`config.mk`:
```
export PLATFORM = sky130hd
export DESIGN_NAME = adc_cfg_bank
export DESIGN_NICKNAME = d
export VERILOG_FILES = /design/src/rtl/adcreg_pkg.sv /design/src/rtl/adcreg_rst_sync.sv /design/src/rtl/adcreg_regs.sv /design/src/rtl/adcreg_ser.sv /design/src/rtl/adc_cfg_bank.sv
export SDC_FILE = /design/constraint.sdc
export NUM_CORES = 1
export LEC_CHECK = 0
export CORE_MARGIN = 1.5
export CORE_UTILIZATION = 60
export CTS_CLUSTER_DIAMETER = 200
export DETAILED_ROUTE_END_ITERATION = 10
export DONT_BUFFER_PORTS = 1
export PLACE_DENSITY = 0.84
export SLEW_MARGIN = 20
export SYNTH_ARGS = -nofsm -noshare
export SYNTH_HDL_FRONTEND = slang
export SYNTH_SLANG_ARGS = --single-unit
```
`constraint.sdc`:
```
create_clock -name clk -period 6.3 [get_ports clk]
set_clock_uncertainty 0.15 [all_clocks]
set_input_delay 0 -clock clk [delete_from_list [all_inputs] [get_ports clk]]
set_output_delay 0 -clock clk [all_outputs]
set_load 0.02 [all_outputs]
```
`src/rtl/adcreg_pkg.sv`:
```
package adcreg_pkg;
  localparam int ADDR_W   = 4;
  localparam int DATA_W   = 8;
  localparam int CAL_BYTES = 6;

  localparam logic [ADDR_W-1:0] A_STAT   = 4'h0;
  localparam logic [ADDR_W-1:0] A_CHAN   = 4'h1;
  localparam logic [ADDR_W-1:0] A_CTRL   = 4'h2;
  localparam logic [ADDR_W-1:0] A_RATE   = 4'h3;
  localparam logic [ADDR_W-1:0] A_PINS   = 4'h4;
  localparam logic [ADDR_W-1:0] A_CAL0   = 4'h5;
  localparam logic [ADDR_W-1:0] A_LAST   = A_CAL0 + CAL_BYTES - 1;

  localparam logic [DATA_W-1:0] RST_CHAN = 8'h01;
  localparam logic [6:0]        RST_CTRL = 7'h20;
  localparam logic [DATA_W-1:0] RST_RATE = 8'hF0;
  localparam logic [DATA_W-1:0] RST_PINS = 8'hE0;
endpackage

```
`src/rtl/adcreg_rst_sync.sv`:
```
module adcreg_rst_sync #(
  parameter int STAGES = 2
) (
  input  logic clk,
  input  logic rst_n,
  output logic rst_sync_n
);
  logic [STAGES-1:0] sync_q;
  logic [STAGES-1:0] sync_d;

  always_comb sync_d = {sync_q[STAGES-2:0], 1'b1};

  always_ff @(posedge clk or negedge rst_n) begin
    if (!rst_n) sync_q <= '0;
    else        sync_q <= sync_d;
  end

  assign rst_sync_n = sync_q[STAGES-1];
endmodule

```
`src/rtl/adcreg_regs.sv`:
```
module adcreg_regs
  import adcreg_pkg::*;
#(
  parameter logic [3:0] ID_CODE = 4'h3
) (
  input  logic                          clk,
  input  logic                          rst_n,
  input  logic [ADDR_W-1:0]             addr,
  input  logic [DATA_W-1:0]             wdata,
  input  logic                          wr_en,
  output logic [DATA_W-1:0]             rdata,
  input  logic                          drdy_in,
  input  logic [3:0]                    gpio_in,
  output logic                          order_lsb,
  output logic                          acal,
  output logic                          bufen,
  output logic [DATA_W-1:0]             chan,
  output logic [6:0]                    ctrl,
  output logic [DATA_W-1:0]             rate,
  output logic [3:0]                    pin_dir,
  output logic [3:0]                    pin_lvl,
  output logic [CAL_BYTES-1:0][DATA_W-1:0] cal_bytes,
  output logic                          cal_req
);
  logic                          order_q, order_d;
  logic                          acal_q, acal_d;
  logic                          bufen_q, bufen_d;
  logic [DATA_W-1:0]             chan_q, chan_d;
  logic [6:0]                    ctrl_q, ctrl_d;
  logic [DATA_W-1:0]             rate_q, rate_d;
  logic [3:0]                    dir_q, dir_d;
  logic [3:0]                    lvl_q, lvl_d;
  logic [CAL_BYTES-1:0][DATA_W-1:0] cal_q, cal_d;
  logic                          req_q, req_d;

  logic              in_cal;
  logic [ADDR_W-1:0] cal_off;
  logic              watched_change;

  assign in_cal  = (addr >= A_CAL0) && (addr <= A_LAST);
  assign cal_off = addr - A_CAL0;

  // next-state
  always_comb begin
    order_d = order_q;
    acal_d  = acal_q;
    bufen_d = bufen_q;
    chan_d  = chan_q;
    ctrl_d  = ctrl_q;
    rate_d  = rate_q;
    dir_d   = dir_q;
    lvl_d   = lvl_q;
    cal_d   = cal_q;
    if (wr_en) begin
      case (addr)
        A_STAT: {order_d, acal_d, bufen_d} = wdata[3:1];
        A_CHAN: chan_d = wdata;
        A_CTRL: ctrl_d = wdata[6:0];
        A_RATE: rate_d = wdata;
        A_PINS: {dir_d, lvl_d} = wdata;
        default: if (in_cal) cal_d[cal_off[2:0]] = wdata;
      endcase
    end
  end

  // calibration trigger: judged on the values the write leaves behind
  assign watched_change = (ctrl_d[2:0] != ctrl_q[2:0]) ||
                          (rate_d != rate_q) ||
                          (bufen_d != bufen_q);
  assign req_d = wr_en && acal_d && watched_change;

  // registers
  always_ff @(posedge clk or negedge rst_n) begin
    if (!rst_n) begin
      order_q <= 1'b0;
      acal_q  <= 1'b0;
      bufen_q <= 1'b0;
      chan_q  <= RST_CHAN;
      ctrl_q  <= RST_CTRL;
      rate_q  <= RST_RATE;
      dir_q   <= RST_PINS[7:4];
      lvl_q   <= RST_PINS[3:0];
      cal_q   <= '0;
      req_q   <= 1'b0;
    end else begin
      order_q <= order_d;
      acal_q  <= acal_d;
      bufen_q <= bufen_d;
      chan_q  <= chan_d;
      ctrl_q  <= ctrl_d;
      rate_q  <= rate_d;
      dir_q   <= dir_d;
      lvl_q   <= lvl_d;
      cal_q   <= cal_d;
      req_q   <= req_d;
    end
  end

  // read mux
  always_comb begin
    rdata = '0;
    case (addr)
      A_STAT: rdata = {ID_CODE, order_q, acal_q, bufen_q, drdy_in};
      A_CHAN: rdata = chan_q;
      A_CTRL: rdata = {1'b0, ctrl_q};
      A_RATE: rdata = rate_q;
      A_PINS: rdata = {dir_q, (dir_q & gpio_in) | (~dir_q & lvl_q)};
      default: if (in_cal) rdata = cal_q[cal_off[2:0]];
    endcase
  end

  assign order_lsb = order_q;
  assign acal      = acal_q;
  assign bufen     = bufen_q;
  assign chan      = chan_q;
  assign ctrl      = ctrl_q;
  assign rate      = rate_q;
  assign pin_dir   = dir_q;
  assign pin_lvl   = lvl_q;
  assign cal_bytes = cal_q;
  assign cal_req   = req_q;
endmodule

```
`src/rtl/adcreg_ser.sv`:
```
module adcreg_ser #(
  parameter int WIDTH = 8
) (
  input  logic             clk,
  input  logic             rst_n,
  input  logic             load,
  input  logic             shift,
  input  logic [WIDTH-1:0] din,
  input  logic             lsb_first,
  output logic             dout
);
  logic [WIDTH-1:0] sh_q, sh_d;
  logic             lsb_q, lsb_d;

  always_comb begin
    sh_d  = sh_q;
    lsb_d = lsb_q;
    if (load) begin
      sh_d  = din;
      lsb_d = lsb_first;
    end else if (shift) begin
      if (lsb_q) sh_d = {1'b0, sh_q[WIDTH-1:1]};
      else       sh_d = {sh_q[WIDTH-2:0], 1'b0};
    end
  end

  always_ff @(posedge clk or negedge rst_n) begin
    if (!rst_n) begin
      sh_q  <= '0;
      lsb_q <= 1'b0;
    end else begin
      sh_q  <= sh_d;
      lsb_q <= lsb_d;
    end
  end

  assign dout = lsb_q ? sh_q[0] : sh_q[WIDTH-1];
endmodule

```
`src/rtl/adc_cfg_bank.sv`:
```
module adc_cfg_bank
  import adcreg_pkg::*;
#(
  parameter logic [3:0] ID_CODE     = 4'h3,
  parameter int         SYNC_STAGES = 2
) (
  input  logic        clk,
  input  logic        rst_n,
  input  logic [3:0]  addr,
  input  logic [7:0]  wdata,
  input  logic        wr_en,
  output logic [7:0]  rdata,
  input  logic        drdy_in,
  input  logic [3:0]  gpio_in,
  output logic [3:0]  gpio_dir,
  output logic [3:0]  gpio_out,
  output logic [3:0]  pos_sel,
  output logic [3:0]  neg_sel,
  output logic [1:0]  clkout_sel,
  output logic [1:0]  sensor_cur,
  output logic [2:0]  gain,
  output logic [7:0]  rate,
  output logic        buf_en,
  output logic        auto_cal,
  output logic [23:0] offset_cal,
  output logic [23:0] fscale_cal,
  output logic        cal_req,
  input  logic        ser_load,
  input  logic [7:0]  ser_byte,
  input  logic        ser_shift,
  output logic        ser_bit
);
  localparam int HALF = CAL_BYTES / 2;

  logic                             rst_q_n;
  logic                             order_lsb;
  logic [DATA_W-1:0]                chan;
  logic [6:0]                       ctrl;
  logic [CAL_BYTES-1:0][DATA_W-1:0] cal_bytes;

  adcreg_rst_sync #(.STAGES(SYNC_STAGES)) u_rst (
    .clk(clk), .rst_n(rst_n), .rst_sync_n(rst_q_n)
  );

  adcreg_regs #(.ID_CODE(ID_CODE)) u_regs (
    .clk(clk), .rst_n(rst_q_n), .addr(addr), .wdata(wdata), .wr_en(wr_en),
    .rdata(rdata), .drdy_in(drdy_in), .gpio_in(gpio_in),
    .order_lsb(order_lsb), .acal(auto_cal), .bufen(buf_en),
    .chan(chan), .ctrl(ctrl), .rate(rate),
    .pin_dir(gpio_dir), .pin_lvl(gpio_out),
    .cal_bytes(cal_bytes), .cal_req(cal_req)
  );

  adcreg_ser #(.WIDTH(DATA_W)) u_ser (
    .clk(clk), .rst_n(rst_q_n), .load(ser_load), .shift(ser_shift),
    .din(ser_byte), .lsb_first(order_lsb), .dout(ser_bit)
  );

  assign pos_sel    = chan[7:4];
  assign neg_sel    = chan[3:0];
  assign clkout_sel = ctrl[6:5];
  assign sensor_cur = ctrl[4:3];
  assign gain       = ctrl[2:0];
  assign offset_cal = cal_bytes[HALF-1:0];
  assign fscale_cal = cal_bytes[CAL_BYTES-1:HALF];
endmodule

```
==> metrics.txt <==
# TYPE chip_impl_metric gauge
chip_impl_metric{name="synthesized_area_fraction_occupied_by_ao_oa_aoi_and_oai_cells",unit="%"} 9.97
chip_impl_info{name="worstSetupStartpointType",value="input port"} 1
chip_impl_metric{name="ctsHtreeMaxLevel",unit=""} 3
chip_impl_metric{name="worst_pin_slew",unit="ns"} 0.914
chip_impl_metric{name="grt_overflow",unit=""} 0
chip_impl_metric{name="max_incr_delay_on_cp",unit="ns"} 0.67
chip_impl_metric{name="final_count_of_hold_timing_violations",unit=""} 0
chip_impl_info{name="crit_type",value="input port to flip-flop"} 1
chip_impl_info{name="grt_setup_unrepaired",value="false"} 1
chip_impl_metric{name="dieArea",unit="um^2"} 8470
chip_impl_metric{name="finalWirelength",unit="um"} 12100
chip_impl_metric{name="synthDistinctLibCells",unit=""} 46
chip_impl_metric{name="route.vias.total",unit=""} 3369
chip_impl_metric{name="netlist.area_leader.share",unit="%"} 44.7
chip_impl_metric{name="post_synthesis_cell_area",unit="um^2"} 4760
chip_impl_metric{name="synth-seq-area-share",unit="%"} 49.7
chip_impl_metric{name="slew_headroom",unit="%"} 38.9
chip_impl_metric{name="post_route_cells_drive_above_1_share",unit="%"} 30.3
chip_impl_metric{name="detail_placement_hpwl",unit="um"} 8080
chip_impl_metric{name="die_y",unit="um"} 92.0
chip_impl_info{name="timing.critical_path.slowest_stage_cell",value="sky130_fd_sc_hd__dlygate4sd3_1"} 1
chip_impl_metric{name="timing.final.crit_share",unit="%"} 54.5
chip_impl_metric{name="synth-adder-area-share",unit="%"} 1.05
chip_impl_metric{name="number_of_antenna_violations_at_the_first_check_in_global_routing",unit=""} 0
chip_impl_metric{name="drv.max_cap_violation_count",unit=""} 0
chip_impl_info{name="dominant_combinational_cell_family_by_area_after_synthesis",value="multiplexers"} 1
chip_impl_metric{name="clock_sink_count",unit=""} 94
chip_impl_info{name="hold_class",value="input port to flip-flop"} 1
chip_impl_metric{name="io_buffer_count",unit=""} 0
chip_impl_info{name="tritoncts",value="built"} 1
chip_impl_metric{name="crit_buf_inv",unit=""} 4
chip_impl_metric{name="post_cts.resized_instances",unit=""} 0
chip_impl_metric{name="syn_nets",unit=""} 414
chip_impl_metric{name="min_period",unit="ns"} 3.43
chip_impl_metric{name="routed_via_density",unit=""} 6.71
chip_impl_metric{name="cts.path.max_buffers",unit=""} 2
chip_impl_metric{name="fin_setup_tns",unit="ns"} 0
chip_impl_metric{name="maximum_number_of_pins_on_one_net_before_global_route_repair",unit=""} 67
chip_impl_metric{name="finalCoreUtilization",unit="%"} 69.1
chip_impl_metric{name="finish.net_count",unit=""} 429
chip_impl_metric{name="initial_core_utilization",unit="%"} 61.9
chip_impl_metric{name="power_leakage",unit="nW"} 2.28
chip_impl_metric{name="cell_total_after_placement",unit=""} 452
chip_impl_info{name="end_kind",value="flip-flop"} 1
chip_impl_info{name="dominantRegCellSynth",value="sky130_fd_sc_hd__dfrtp_1"} 1
chip_impl_metric{name="synth-xor-area-share",unit="%"} 1.47
chip_impl_info{name="synth.cells.most_frequent",value="sky130_fd_sc_hd__dfrtp_1, sky130_fd_sc_hd__mux2_2, sky130_fd_sc_hd__o21ai_0"} 1
chip_impl_metric{name="number_of_failing_setup_endpoints_in_the_final_timing_report",unit=""} 0
chip_impl_metric{name="cp.required",unit="ns"} 6.40
chip_impl_metric{name="grtUsageTotal",unit="%"} 29.6
chip_impl_metric{name="first_global_vias",unit=""} 3368
chip_impl_metric{name="drt_first_pass_iters",unit=""} 5
chip_impl_info{name="cts-root-buf",value="sky130_fd_sc_hd__clkbuf_8"} 1
chip_impl_metric{name="pin_count",unit=""} 121
chip_impl_metric{name="synth.area.mux_share",unit="%"} 26.9
chip_impl_metric{name="fin_cells",unit=""} 502
chip_impl_metric{name="initialDrtViolationCount",unit=""} 323
chip_impl_metric{name="remaining_drc_errors",unit=""} 0
chip_impl_metric{name="routed_wl_per_cell",unit="um"} 24.2
chip_impl_info{name="launching_point_of_the_worst_reg2reg_path",value="u_regs.acal"} 1
chip_impl_metric{name="share_of_synthesized_registers_carrying_an_async_set_or_reset",unit="%"} 100
chip_impl_metric{name="arrival",unit="ns"} 3.54
chip_impl_metric{name="yosysWarningCount",unit=""} 0
chip_impl_info{name="timing.critical_path.from",value="addr[0]"} 1
chip_impl_metric{name="number_of_hold_repair_buffers_added_at_the_cts_stage",unit=""} 34
chip_impl_metric{name="crit_path_max_fanout",unit=""} 22
chip_impl_metric{name="global_placer_s_final_weighted_congestion",unit=""} 0.945
chip_impl_info{name="synthDominantAreaCellType",value="sky130_fd_sc_hd__dfrtp_1"} 1
chip_impl_metric{name="flip_flop_and_latch_count_after_synthesis",unit=""} 94
chip_impl_metric{name="slew_viol_final",unit=""} 0
chip_impl_metric{name="clk-insertion-delay-late",unit="ns"} 0.36
chip_impl_info{name="post-synth-top-count-cell",value="sky130_fd_sc_hd__dfrtp_1"} 1
chip_impl_metric{name="num_antenna_cells",unit=""} 0
chip_impl_metric{name="path_clk_slew",unit="ns"} 0.09
chip_impl_metric{name="floorplan.core_area",unit="um^2"} 7690
chip_impl_metric{name="first_pass_grt_wire_length",unit="um"} 18900
chip_impl_metric{name="cts_buffers",unit=""} 9
chip_impl_metric{name="post_cts_setup_repair_buffer_count",unit=""} 0
chip_impl_metric{name="synthCells",unit=""} 380
chip_impl_metric{name="dp_worst_setup_slack",unit="ns"} 3.79
chip_impl_metric{name="area_growth_syn_to_layout",unit="%"} 11.7
chip_impl_metric{name="die_width",unit="um"} 92.0
chip_impl_metric{name="power_per_unit_of_standard_cell_area",unit="nW/um^2"} 361
chip_impl_metric{name="ir_worst_vdd",unit="V"} 0.000211
chip_impl_info{name="run_status",value="complete, no violations"} 1
chip_impl_info{name="cp_cell_sequence",value="dlygate4sd3_1 -> inv_1 -> ha_1 -> and4bb_2 -> mux2_2 -> nand2_1 -> dlygate4sd3_1 -> a41oi_1 -> dlygate4sd3_1"} 1
chip_impl_info{name="synthTopCellsByArea",value="sky130_fd_sc_hd__dfrtp_1, sky130_fd_sc_hd__mux2_2, sky130_fd_sc_hd__dfstp_2"} 1
chip_impl_metric{name="syn_avg_cell_area",unit="um^2"} 12.5
chip_impl_metric{name="clock.fmax",unit="GHz"} 0.291
chip_impl_metric{name="fraction_of_the_mapped_netlist_area_in_simple_logic_gates",unit="%"} 7.39
chip_impl_info{name="critical-path-top-delay-family",value="buffers and inverters"} 1
chip_impl_metric{name="synth_edf_count",unit=""} 0
chip_impl_metric{name="postLayoutSetupSlackWorst",unit="ns"} 2.87
chip_impl_info{name="min_from",value="wr_en"} 1
chip_impl_info{name="critPathMostFrequentCell",value="sky130_fd_sc_hd__dlygate4sd3_1"} 1
chip_impl_metric{name="core.rowCount",unit=""} 32
chip_impl_metric{name="drtAntennaViolNets",unit=""} 0
-- power breakdown --
part           leakage [nW]  internal (mW)  switching, mW
Combinational          1.04          0.224          0.165
Sequential             1.14          0.763          0.366
Clock                0.0959          0.195          0.204
-- metal layers --
layer / part of all wire [%] / vias up / wire length (um) / global-route usage, %
li1: - / 1417 / - / -
met1: 38 / 1673 / 4640 / 36.8
met2: 47 / 222 / 5690 / 44.8
met3: 9.7 / 57 / 1180 / 10.0
met4: 5.1 / 0 / 620 / 17.4
met5: 0 / - / 0 / 0
-- cell families after synthesis --
kind of cell / count (synthesis)
adders and majority gates: 4
buffers and inverters: 40
other: 1
xor gates and xnor gates: 8
AOI/OAI and AO/OA: 71
and+or+nand+nor: 56
DFF: 94
muxes: 106
-- stage by stage --
step	hold slack (ns)	area (um^2)	power, mW
after global placement	-0.446	4770	1.46
after detailed placement	-0.446	4770	1.48
after global routing	0.00393	5310	1.99
final	0.00869	5310	1.92
after CTS	0.00304	5310	1.91
after floorplan	-0.446	4760	1.37
-- cells in the final DEF, fill, tap and decap left out, types with 2 or more instances in the layout --
master and n:
sky130_fd_sc_hd__a21oi_1 8, sky130_fd_sc_hd__a22o_1 9, sky130_fd_sc_hd__a22oi_1 10, sky130_fd_sc_hd__a31oi_1 3
sky130_fd_sc_hd__and3_1 3, sky130_fd_sc_hd__buf_4 3, sky130_fd_sc_hd__clkbuf_8 10, sky130_fd_sc_hd__clkinvlp_4 2
sky130_fd_sc_hd__dfrtp_1 84, sky130_fd_sc_hd__dfstp_2 9, sky130_fd_sc_hd__dlygate4sd3_1 34, sky130_fd_sc_hd__ha_1 4
sky130_fd_sc_hd__inv_1 7, sky130_fd_sc_hd__mux2_2 71, sky130_fd_sc_hd__mux2_4 8, sky130_fd_sc_hd__mux2i_1 20
sky130_fd_sc_hd__mux4_2 7, sky130_fd_sc_hd__nand2_1 23, sky130_fd_sc_hd__nand2b_1 4, sky130_fd_sc_hd__nor2_1 10
sky130_fd_sc_hd__nor2b_1 2, sky130_fd_sc_hd__nor3b_1 2, sky130_fd_sc_hd__nor4b_4 2, sky130_fd_sc_hd__o21ai_0 24
sky130_fd_sc_hd__o221ai_1 5, sky130_fd_sc_hd__o22ai_1 4, sky130_fd_sc_hd__o31ai_1 2, sky130_fd_sc_hd__xnor2_1 3
sky130_fd_sc_hd__xor2_1 5
-- cell type report --
class | instances | area, um^2
fillers | 530 | 2380
inverters | 7 | 26.3
repair buffers | 37 | 363
clock inverters | 5 | 58.8
flip-flops and latches | 94 | 2370
clock buffers | 11 | 141
well taps | 102 | 128
multi-input cells | 246 | 2230
-- state kept, by name, indices dropped and copies added, names as in the netlist, 2 cells and up --
| register | count |
|---|---|
| u_regs.pin_lvl | 4 |
| u_regs.chan | 8 |
| u_rst.sync_q | 2 |
| u_ser.sh_q | 8 |
| u_regs.pin_dir | 4 |
| u_regs.ctrl | 7 |
| u_regs.rate | 8 |
| u_regs.cal_bytes | 48 |
-- path summary, 6_finish.rpt --
kind / slack [ns] / depth (start not counted) / end
setup / recovery: 2.87 / 9 / u_regs.cal_req
hold / removal: 0.009 / 3 / u_regs.cal_bytes[14]
setup reg to reg: 3.91 / 5 / u_regs.cal_req
hold reg to reg: 0.09 / 0 / u_regs.rate[0]
max in group asynchronous: 4.77 / 1 / u_regs.cal_bytes[41]
min in group asynchronous: 0.09 / 0 / u_regs.rate[0]
-- worst register-to-register path: stages, from the launching register on --
cell                            delay (ns)
sky130_fd_sc_hd__dfrtp_1              0.51
sky130_fd_sc_hd__mux2_2               0.23
sky130_fd_sc_hd__nand2_1              0.06
sky130_fd_sc_hd__dlygate4sd3_1        0.58
sky130_fd_sc_hd__a41oi_1              0.23
sky130_fd_sc_hd__dlygate4sd3_1        0.58
Power figures use the tool's default switching activity.
